$ cat src/rtl/bx_pkg.sv
// Shared definitions for the banked address translation unit.
// Assumes exactly four access kinds; the window count is a package constant.
package bx_pkg;
    typedef enum logic [1:0] {
        KIND_RD    = 2'd0,
        KIND_WR    = 2'd1,
        KIND_DMA   = 2'd2,
        KIND_FETCH = 2'd3
    } acc_kind_e;

    localparam int NKIND = 4;
    localparam int NWIN  = 2;
endpackage

$ cat src/rtl/bx_win_decode.sv
// Window hit and chip-select decode from the logical address.
// Assumes every window is aligned to 2**OFF_W and the window tags differ.
module bx_win_decode #(
    parameter int                          ADDR_W   = 24,
    parameter int                          OFF_W    = 21,
    parameter int                          NWIN     = 2,
    parameter logic [NWIN*(ADDR_W-OFF_W)-1:0] WIN_TAGS = 6'b100_010
) (
    input  logic [ADDR_W-1:0] addr_i,
    output logic [NWIN-1:0]   hit_o,
    output logic [NWIN:0]     cs_o
);
    localparam int TAG_W = ADDR_W - OFF_W;

    for (genvar w = 0; w < NWIN; w++) begin : g_hit
        // compare the upper address bits against this window's tag
        assign hit_o[w] = (addr_i[ADDR_W-1 -: TAG_W] == WIN_TAGS[w*TAG_W +: TAG_W]);
    end

    // one chip select per window plus a default select for everything else
    assign cs_o = {~|hit_o, hit_o};
endmodule

$ cat src/rtl/bx_bank_regs.sv
// Bank register file: one register per window and access kind, plus the
// fetch-lock state that remembers which window the last fetch came from.
// Assumes the select layout {window, kind} with kind in the low two bits.
module bx_bank_regs
    import bx_pkg::*;
#(
    parameter int NWIN  = 2,
    parameter int REG_W = 16,
    parameter int SEL_W = 3
) (
    input  logic                               clk,
    input  logic                               rst_n,
    input  logic                               cfg_we_i,
    input  logic [SEL_W-1:0]                   cfg_sel_i,
    input  logic [REG_W-1:0]                   cfg_data_i,
    input  logic                               fetch_i,
    input  logic [NWIN-1:0]                    fetch_hit_i,
    output logic [NWIN-1:0][NKIND-1:0][REG_W-1:0] bank_o,
    output logic [NWIN-1:0]                    exec_hit_o
);
    logic [NWIN-1:0] exec_q;

    // track the window that the most recent instruction fetch came from
    always_ff @(posedge clk) begin
        if (!rst_n)       exec_q <= '0;
        else if (fetch_i) exec_q <= fetch_hit_i;
    end

    assign exec_hit_o = exec_q;

    for (genvar w = 0; w < NWIN; w++) begin : g_win
        for (genvar k = 0; k < NKIND; k++) begin : g_kind
            logic             sel_me;
            logic             lock;
            logic [REG_W-1:0] q;

            assign sel_me = cfg_we_i && (cfg_sel_i == SEL_W'(w*NKIND + k));

            if (k == NKIND-1) begin : g_fetch_lock
                assign lock = exec_q[w];
            end else begin : g_no_lock
                assign lock = 1'b0;
            end

            // load the register unless the fetch lock of its window is held
            always_ff @(posedge clk) begin
                if (!rst_n)               q <= '0;
                else if (sel_me && !lock) q <= cfg_data_i;
            end

            assign bank_o[w][k] = q;
        end
    end
endmodule

$ cat src/rtl/bx_remap.sv
// Combinational remap: replaces the upper address bits by the bank number
// of the selected register when the address hits an enabled window.
// Assumes at most one window hits at a time.
module bx_remap
    import bx_pkg::*;
#(
    parameter int ADDR_W = 24,
    parameter int OFF_W  = 21,
    parameter int NWIN   = 2,
    parameter int REG_W  = 16,
    parameter int EN_BIT = 15
) (
    input  logic [ADDR_W-1:0]                  addr_i,
    input  logic [1:0]                         kind_i,
    input  logic [NWIN-1:0]                    hit_i,
    input  logic [NWIN-1:0][NKIND-1:0][REG_W-1:0] bank_i,
    output logic [ADDR_W-1:0]                  phys_o
);
    localparam int BANK_W = ADDR_W - OFF_W;

    logic unused_bank_bits;
    assign unused_bank_bits = ^bank_i;

    // choose the bank of the hit window, else forward the address as is
    always_comb begin
        phys_o = addr_i;
        for (int w = 0; w < NWIN; w++) begin
            if (hit_i[w] && bank_i[w][kind_i][EN_BIT]) begin
                phys_o = {bank_i[w][kind_i][BANK_W-1:0], addr_i[OFF_W-1:0]};
            end
        end
    end
endmodule

$ cat src/rtl/banked_xlat.sv
// Top of the banked address translation unit. Decodes windows, selects the
// bank register by access kind, remaps, and registers the bus outputs.
// Assumes one access per cycle and that cs_o follows the logical address.
module banked_xlat
    import bx_pkg::*;
#(
    parameter int ADDR_W = 24,
    parameter int OFF_W  = 21,
    parameter int REG_W  = 16,
    parameter int EN_BIT = 15,
    parameter logic [ADDR_W-OFF_W-1:0] Y_TAG = 3'b010,
    parameter logic [ADDR_W-OFF_W-1:0] Z_TAG = 3'b100
) (
    input  logic              clk,
    input  logic              rst_n,
    input  logic              acc_valid_i,
    input  logic [ADDR_W-1:0] acc_addr_i,
    input  logic [1:0]        acc_kind_i,
    input  logic              cfg_we_i,
    input  logic [2:0]        cfg_sel_i,
    input  logic [REG_W-1:0]  cfg_data_i,
    output logic [ADDR_W-1:0] phys_addr_o,
    output logic [NWIN:0]     cs_o,
    output logic              phys_valid_o
);
    localparam int SEL_W = $clog2(NWIN) + 2;

    logic [NWIN-1:0]                     hit;
    logic [NWIN:0]                       cs_d;
    logic [NWIN-1:0]                     exec_hit;
    logic [NWIN-1:0][NKIND-1:0][REG_W-1:0] bank_q;
    logic [ADDR_W-1:0]                   phys_d;
    logic                                is_fetch;

    assign is_fetch = acc_valid_i && (acc_kind_e'(acc_kind_i) == KIND_FETCH);

    bx_win_decode #(
        .ADDR_W  (ADDR_W),
        .OFF_W   (OFF_W),
        .NWIN    (NWIN),
        .WIN_TAGS({Z_TAG, Y_TAG})
    ) dec_i (
        .addr_i(acc_addr_i),
        .hit_o (hit),
        .cs_o  (cs_d)
    );

    bx_bank_regs #(
        .NWIN (NWIN),
        .REG_W(REG_W),
        .SEL_W(SEL_W)
    ) regs_i (
        .clk        (clk),
        .rst_n      (rst_n),
        .cfg_we_i   (cfg_we_i),
        .cfg_sel_i  (cfg_sel_i),
        .cfg_data_i (cfg_data_i),
        .fetch_i    (is_fetch),
        .fetch_hit_i(hit),
        .bank_o     (bank_q),
        .exec_hit_o (exec_hit)
    );

    bx_remap #(
        .ADDR_W(ADDR_W),
        .OFF_W (OFF_W),
        .NWIN  (NWIN),
        .REG_W (REG_W),
        .EN_BIT(EN_BIT)
    ) map_i (
        .addr_i(acc_addr_i),
        .kind_i(acc_kind_i),
        .hit_i (hit),
        .bank_i(bank_q),
        .phys_o(phys_d)
    );

    // capture the translated address and selects once per access
    always_ff @(posedge clk) begin
        if (!rst_n) begin
            phys_addr_o  <= '0;
            cs_o         <= '0;
            phys_valid_o <= 1'b0;
        end else begin
            phys_valid_o <= acc_valid_i;
            if (acc_valid_i) begin
                phys_addr_o <= phys_d;
                cs_o        <= cs_d;
            end
        end
    end
endmodule

$ cat config.mk
export PLATFORM = sky130hd
export DESIGN_NAME = banked_xlat
export DESIGN_NICKNAME = d
export VERILOG_FILES = /design/src/rtl/bx_pkg.sv /design/src/rtl/bx_win_decode.sv /design/src/rtl/bx_bank_regs.sv /design/src/rtl/bx_remap.sv /design/src/rtl/banked_xlat.sv
export SDC_FILE = /design/constraint.sdc
export NUM_CORES = 1
export LEC_CHECK = 0
export BUFFER_PORTS_ARGS = -buffer_cell sky130_fd_sc_hd__buf_2
export CAP_MARGIN = 20
export CORE_MARGIN = 2
export CORE_UTILIZATION = 55
export CTS_CLUSTER_DIAMETER = 40
export DETAILED_ROUTE_END_ITERATION = 16
export PLACE_DENSITY = 0.81
export SETUP_SLACK_MARGIN = 0.3
export SLEW_MARGIN = 15
export SYNTH_ARGS = -nofsm -noshare
export SYNTH_HDL_FRONTEND = slang
export SYNTH_SLANG_ARGS = --single-unit
$ cat constraint.sdc
create_clock -name clk -period 2.9 [get_ports clk]
set_clock_uncertainty 0.05 [all_clocks]
set_input_delay 0.145 -clock clk [delete_from_list [all_inputs] [get_ports clk]]
set_output_delay 0.145 -clock clk [all_outputs]
set_load 0.01 [all_outputs]
==> results of run 1 <==
-- metal layers --
metal,track usage,share of wire
met1,0.236,0.46
met2,0.313,0.47
met3,0.0590,0.055
met4,0.0929,0.015
met5,0,0
-- worst paths after layout --
kind,end,cells past startpoint,start,slack (ps)
worst max register to register,phys_addr_o[21],4,regs_i.g_win[0].g_kind[3].q[15],1380
worst max-delay path,phys_addr_o[21],4,regs_i.g_win[0].g_kind[3].q[15],1380
worst min-delay path,phys_addr_o[3],3,acc_addr_i[3],30
worst min register to register,phys_addr_o[23],2,phys_addr_o[23],430
-- metrics by stage --
stage | util | std cells | hold WS, ps | instance area, um2 | worst slack, ps
global route | 0.678 | 364 | 29.9 | 3200 | 1310
floorplan | - | 236 | 223 | 2690 | 1450
finish | 0.678 | 364 | 27.3 | 3200 | 1380
detailed placement | 0.638 | 350 | 360 | 3010 | 1190
global placement | 0.638 | 350 | 352 | 3010 | 1190
CTS | 0.678 | 364 | 15.4 | 3200 | 1380
-- power groups by stage --
stage	Combinational (W)	Clock, W	Sequential (W)
after floorplan	0.000111	0	0.000927
after global placement	0.000181	0	0.000915
after detailed placement	0.000184	0	0.000917
after CTS	0.000184	0.000748	0.000898
after global routing	0.000202	0.000777	0.000901
final	0.000183	0.000731	0.000898
-- registers in the layout, indices dropped and copies added, names as in the netlist --
name	count
phys_valid_o	1
phys_addr_o	24
regs_i.exec_hit_o	2
cs_o	3
regs_i.g_win.g_kind.q	32
-- cells by family (layout without fill, tap and decap cells) --
family	Yosys count	after routing	synth area share
simple gates	79	79	0.193
mux	65	65	0.288
flops	62	62	0.462
buf+inv	19	80	0.0317
compound gates	11	11	0.0251
-- cell type report --
class | count | area [um2]
clock buffer | 13 | 159
clock inverter | 1 | 30.0
fill | 374 | 1520
inverter | 2 | 7.51
multi-input combinational | 155 | 1360
sequential | 62 | 1240
tap | 67 | 83.8
timing repair buffer | 64 | 320
-- placed cells by master, fill, tap and decap left out, types with 2 or more instances in the layout --
cell type,synthesis,layout
nand2_1,4,4
a31oi_1,2,2
nor3b_2,2,2
inv_1,2,2
mux4_2,2,2
buf_2,2,64
nor2b_1,58,58
mux2i_1,57,57
nand3_1,3,3
o21ai_1,5,5
clkbuf_1,13,2
a21oi_1,2,2
dfxtp_1,62,62
nor3_2,4,4
clkbuf_8,0,11
nor3b_1,2,2
mux4_1,6,6
nand4b_1,2,2
-- critical path, delay by kind of cell, from the launching register on --
family | cells | cell delay [ps]
AOI/OAI and AO/OA | 2 | 320
DFF | 1 | 310
muxes | 1 | 520
and+or+nand+nor | 1 | 210
-- Yosys cell counts (all sizes together) --
cell type | instances | area (um2)
dfxtp | 62 | 1240
nor2b | 58 | 363
mux2i | 57 | 571
clkbuf | 13 | 48.8
mux4 | 8 | 203
o21ai | 6 | 30.0
nor3 | 5 | 45.0
buf | 4 | 28.8
nand2 | 4 | 15.0
nor3b | 4 | 40.0
nand3 | 3 | 15.0
a21oi | 2 | 10.0
a31oi | 2 | 12.5
inv | 2 | 7.51
nand4b | 2 | 17.5
a311oi | 1 | 15.0
and2 | 1 | 7.51
and4b | 1 | 10.0
nand2b | 1 | 6.26
==> results.toml, run 1 <==
[status]
status = "complete, no violations"

[floorplanning]
rows = 25
dieArea_mm2 = 0.00546
fp.dieW_um = 73.9
ioPinCount = 77
core_mm2 = 0.00472
die_h_um = 73.9
start_util = 0.569

[timing]
tns_ps = 0
timing.final.crit_share = 0.525
rsz0062_at_grt = "no"
worst_slew_pin_slew_ps = 812
setup_violations = 0
slew_headroom = 0.459
slew_violations = 0
fmax_mhz = 656
hold_viol = 0
min_period_ps = 1520

[power]
power.total_w = 0.00181
combPwrFrac = 0.101
seq_power_share = 0.496
irDropWorstVdd_v = 0.000377
p_leak_nw = 1.40
power_density_mw_per_mm2 = 566
internal_power_w = 0.00141
switching_power_w = 0.000402
swShare = 0.222
p_clk_frac = 0.404

[placed_design]
port_buffers = 64
dp.final_hpwl_mm = 3.52
finalWeightedCongestion = 0.791

[clock_network]
post-cts-setup-buffers = 0
clk-insertion-delay-late_ps = 320
clkSinkCount = 62
htreeDepth = 3
clk_pin_slew_ps = 70
clk_path_buf_depth = 2
ctsRootBufferMaster = "clkbuf_8"
tritoncts = "built"
postCtsHoldBufs = 0
numCtsBuffers = 9
cts_resized = 0

[worst_setup_path]
critPathKind = "flop to flop"
start_kind = "flop"
cp.required_ps = 3060
path_cells = "mux4_2 -> and4b_1 -> a311oi_2 -> o21ai_1"
worstPathArrival_ps = 1680
critPathMaxStageDelay_ps = 520
crit_path_end_kind = "flop"
cp_slowest_cell = "mux4_2"
path_max_fanout = 3

[finish]
antennaDiodeCount = 0
num-nets-final = 343
drive_gt1_frac = 0.290
syn_to_final_growth_pct = 19.2

[yosys]
syn_inst = 236
synth_nets = 285
yosys_warnings = 0
netlist-cell-type-count = 25
synth_area_per_cell_um2 = 11.4
ys_ff_latch = 62
syn_area_mm2 = 0.00269
synth.yosys.seq_area_share = 0.462

[hold_path]
hold_class = "primary input to flop"

[routing]
drc = 0
detail-route-antenna-nets = 0
first_pass_iters = 4
dr.first_iter.drc_count = 53
vias_per_cell = 5.07
vias = 1845
wirelength_mm = 4.98
wire_per_inst_um = 13.7

[global_routing]
grt_overflow = 0
grt_max_degree = 63
grt_pass1_vias = 1792
grt_pass1_wl_mm = 7.93
antenna_found_initial = 0
grt_usage = 0.194

[job]
drv_cap = 0
No activity file was read; power rests on OpenSTA's default activity.
==> run 2, diff against run 1 <==
--- a/config.mk
+++ b/config.mk
@@ -8,10 +8,10 @@
 export BUFFER_PORTS_ARGS = -buffer_cell sky130_fd_sc_hd__buf_2
 export CAP_MARGIN = 20
 export CORE_MARGIN = 2
-export CORE_UTILIZATION = 55
+export CORE_UTILIZATION = 46
 export CTS_CLUSTER_DIAMETER = 40
 export DETAILED_ROUTE_END_ITERATION = 16
-export PLACE_DENSITY = 0.81
+export PLACE_DENSITY = 0.72
 export SETUP_SLACK_MARGIN = 0.3
 export SLEW_MARGIN = 15
 export SYNTH_ARGS = -nofsm -noshare
==> constraint.sdc (replaced) <==
create_clock -name clk -period 1.34 [get_ports clk]
set_clock_uncertainty 0.05 [all_clocks]
set_input_delay 0.067 -clock clk [delete_from_list [all_inputs] [get_ports clk]]
set_output_delay 0.067 -clock clk [all_outputs]
set_load 0.01 [all_outputs]
==> run 2 against run 1 <==
The run now ends with setup timing left. Sequential cell count did not move. Count of clock-buffer cells in the layout fell by 3. Via count rose by 8.8%. Register-to-register slack got worse by 1500 ps. Fmax rose by 7.7%. Cell count rose by 12%. Worst setup slack got worse by 1500 ps. Design area rose by 12%. Sequential share of layout area fell by 4.1 points. Worst hold slack got worse by 16 ps. Sequential power rose by 120%. Critical endpoint unchanged. Largest power group unchanged.
==> results.toml, run 2 (same netlist as run 1, synthesis figures left out) <==
[status]
status = "complete, but fails checks"
violations = "setup timing"

[clock_network]
clk_path_buf_depth = 2
ctsRootBufferMaster = "clkbuf_8"
numCtsBuffers = 9
clk_pin_slew_ps = 70
tritoncts = "built"
htreeDepth = 3
clk-insertion-delay-late_ps = 350
clkSinkCount = 62

[power]
p_leak_nw = 1.57
combPwrFrac = 0.130
p_clk_frac = 0.365
power.total_w = 0.00385
swShare = 0.262
power_density_mw_per_mm2 = 1070
switching_power_w = 0.00101
internal_power_w = 0.00284
seq_power_share = 0.505
irDropWorstVdd_v = 0.000637

[routing]
dr.first_iter.drc_count = 132
wl_met1_mm = 2.71
drc = 0
highest_layer = "met4"
wl_met2_mm = 2.99
first_pass_iters = 4
wirelength_mm = 6.15
vias = 2008
detail-route-antenna-nets = 0
wire_per_inst_um = 15.0
met3WireLength_um = 287
vias_per_cell = 4.91

[floorplanning]
fp.dieW_um = 80.4
dieArea_mm2 = 0.00647
core_mm2 = 0.00557
start_util = 0.482
die_h_um = 80.4
rows = 27
ioPinCount = 77

[hold_path]
min_path_cells = 3
holdCritStartpoint = "acc_addr_i[23]"
hold_class = "primary input to flop"
hold_end = "phys_addr_o[23]"

[worst_setup_path]
cp.required_ps = 1530
r2r_cells = 4
setup.reg_to_reg.worst_slack_ps = -80
path_max_fanout = 2
critPathMaxStageDelay_ps = 440
path_cells = "mux4_2 -> and4b_1 -> a311oi_2 -> o21ai_1"
worstPathArrival_ps = 1610
regToRegStartpoint = "regs_i.g_win[0].g_kind[2].q[0]"
critPathKind = "flop to flop"
cp_slowest_cell = "mux4_2"
start_kind = "flop"
crit_path_end_kind = "flop"
rr_endpoint = "phys_addr_o[21]"

[timing]
timing.final.crit_share = 1.06
min_period_ps = 1420
tns_ps = -80.1
fmax_mhz = 707
rsz0062_at_grt = "yes"
hold_viol = 0
slew_headroom = 0.761
setup_violations = 2
worst_slew_pin_slew_ps = 358
slew_violations = 0
layout_setup_ws_ps = -75.2

[finish]
largest_register_ffs = 32
drive_gt1_frac = 0.329
layout_commonest_cell = "buf_2"
antennaDiodeCount = 0
fillers = 432
syn_to_final_growth_pct = 33.7
regMostFlops = "regs_i.g_win.g_kind.q"
final_cell_mix = "buf_2, nor2b_1, dfxtp_1"
reg_top3 = "regs_i.g_win.g_kind.q (32), phys_addr_o (24), cs_o (3)"
num-nets-final = 381

[placed_design]
dp.final_hpwl_mm = 4.17
port_buffers = 64
pre_cts_ws_ps = -174
finalWeightedCongestion = 0.834

[global_routing]
grt_usage = 0.204
grt_overflow = 0
antenna_found_initial = 0
grt_max_degree = 23
grt_pass1_wl_mm = 9.60
grt_pass1_vias = 1973

[job]
drv_cap = 0
## run 2: final cells by class
cell class	instances	area, um2	area share
multi-input combinational	155	1400	0.389
clock buffer	10	128	0.0355
tap	72	90.1	0.0251
timing repair buffer	102	683	0.190
clock inverter	6	38.8	0.0108
sequential	62	1250	0.347
inverter	2	7.51	0.00209
## run 2: repair_timing
action / 4_1_cts / 5_1_grt
gates resized for setup: 2 / 6
hold endpoints to repair: 23 / 0
endpoints found under the setup margin: 11 / 10
setup buffers: 3 / 0
pin swaps: 3 / 1
hold buffers: 23 / 0
## run 2: layer usage
| metal | vias up | global-route usage |
|---|---|---|
| met3 | 16 | 0.0449 |
| met1 | 925 | 0.245 |
| li1 | 1010 | - |
| met4 | 0 | 0.117 |
| met2 | 57 | 0.334 |
| met5 | - | 0 |
## run 2: how the worst max path moves through the flow
stage	slack, ps	from	endpoint	cells after the start
after detailed placement	-170	acc_kind_i[0]	phys_addr_o[21]	5
after global routing	-120	regs_i.g_win[0].g_kind[3].q[0]	phys_addr_o[21]	4
after CTS	-70	regs_i.g_win[0].g_kind[0].q[15]	phys_addr_o[21]	4
after global placement	-120	acc_kind_i[0]	phys_addr_o[21]	5
final	-80	regs_i.g_win[0].g_kind[2].q[0]	phys_addr_o[21]	4
after floorplan	-40	regs_i.g_win[0].g_kind[3].q[15]	phys_addr_o[21]	4
## run 2: power by group through the flow
stage               Sequential, W  Combinational [W]  Clock (W)
finish                    0.00195           0.000501    0.00140
global route              0.00195           0.000542    0.00151
CTS                       0.00195           0.000497    0.00143
detailed placement        0.00199           0.000437          0
global placement          0.00199           0.000429          0
floorplan                 0.00201           0.000251          0
## run 2: metrics by stage
step / cell area, um2 / hold WS, ps / utilization / cells
global route: 3590 / 43.0 / 0.644 / 409
CTS: 3580 / 27.6 / 0.642 / 409
floorplan: 2720 / 145 / - / 236
global placement: 3150 / 277 / 0.564 / 367
finish: 3590 / 11.4 / 0.644 / 409
detailed placement: 3150 / 282 / 0.564 / 367
## run 2: worst max-delay path: cells and delay by family, from the launching register on
kind | cells | cell delay [ps]
flip-flops | 1 | 330
multiplexers | 1 | 440
AND/OR/NAND/NOR | 1 | 230
AO/OA/AOI/OAI | 2 | 260
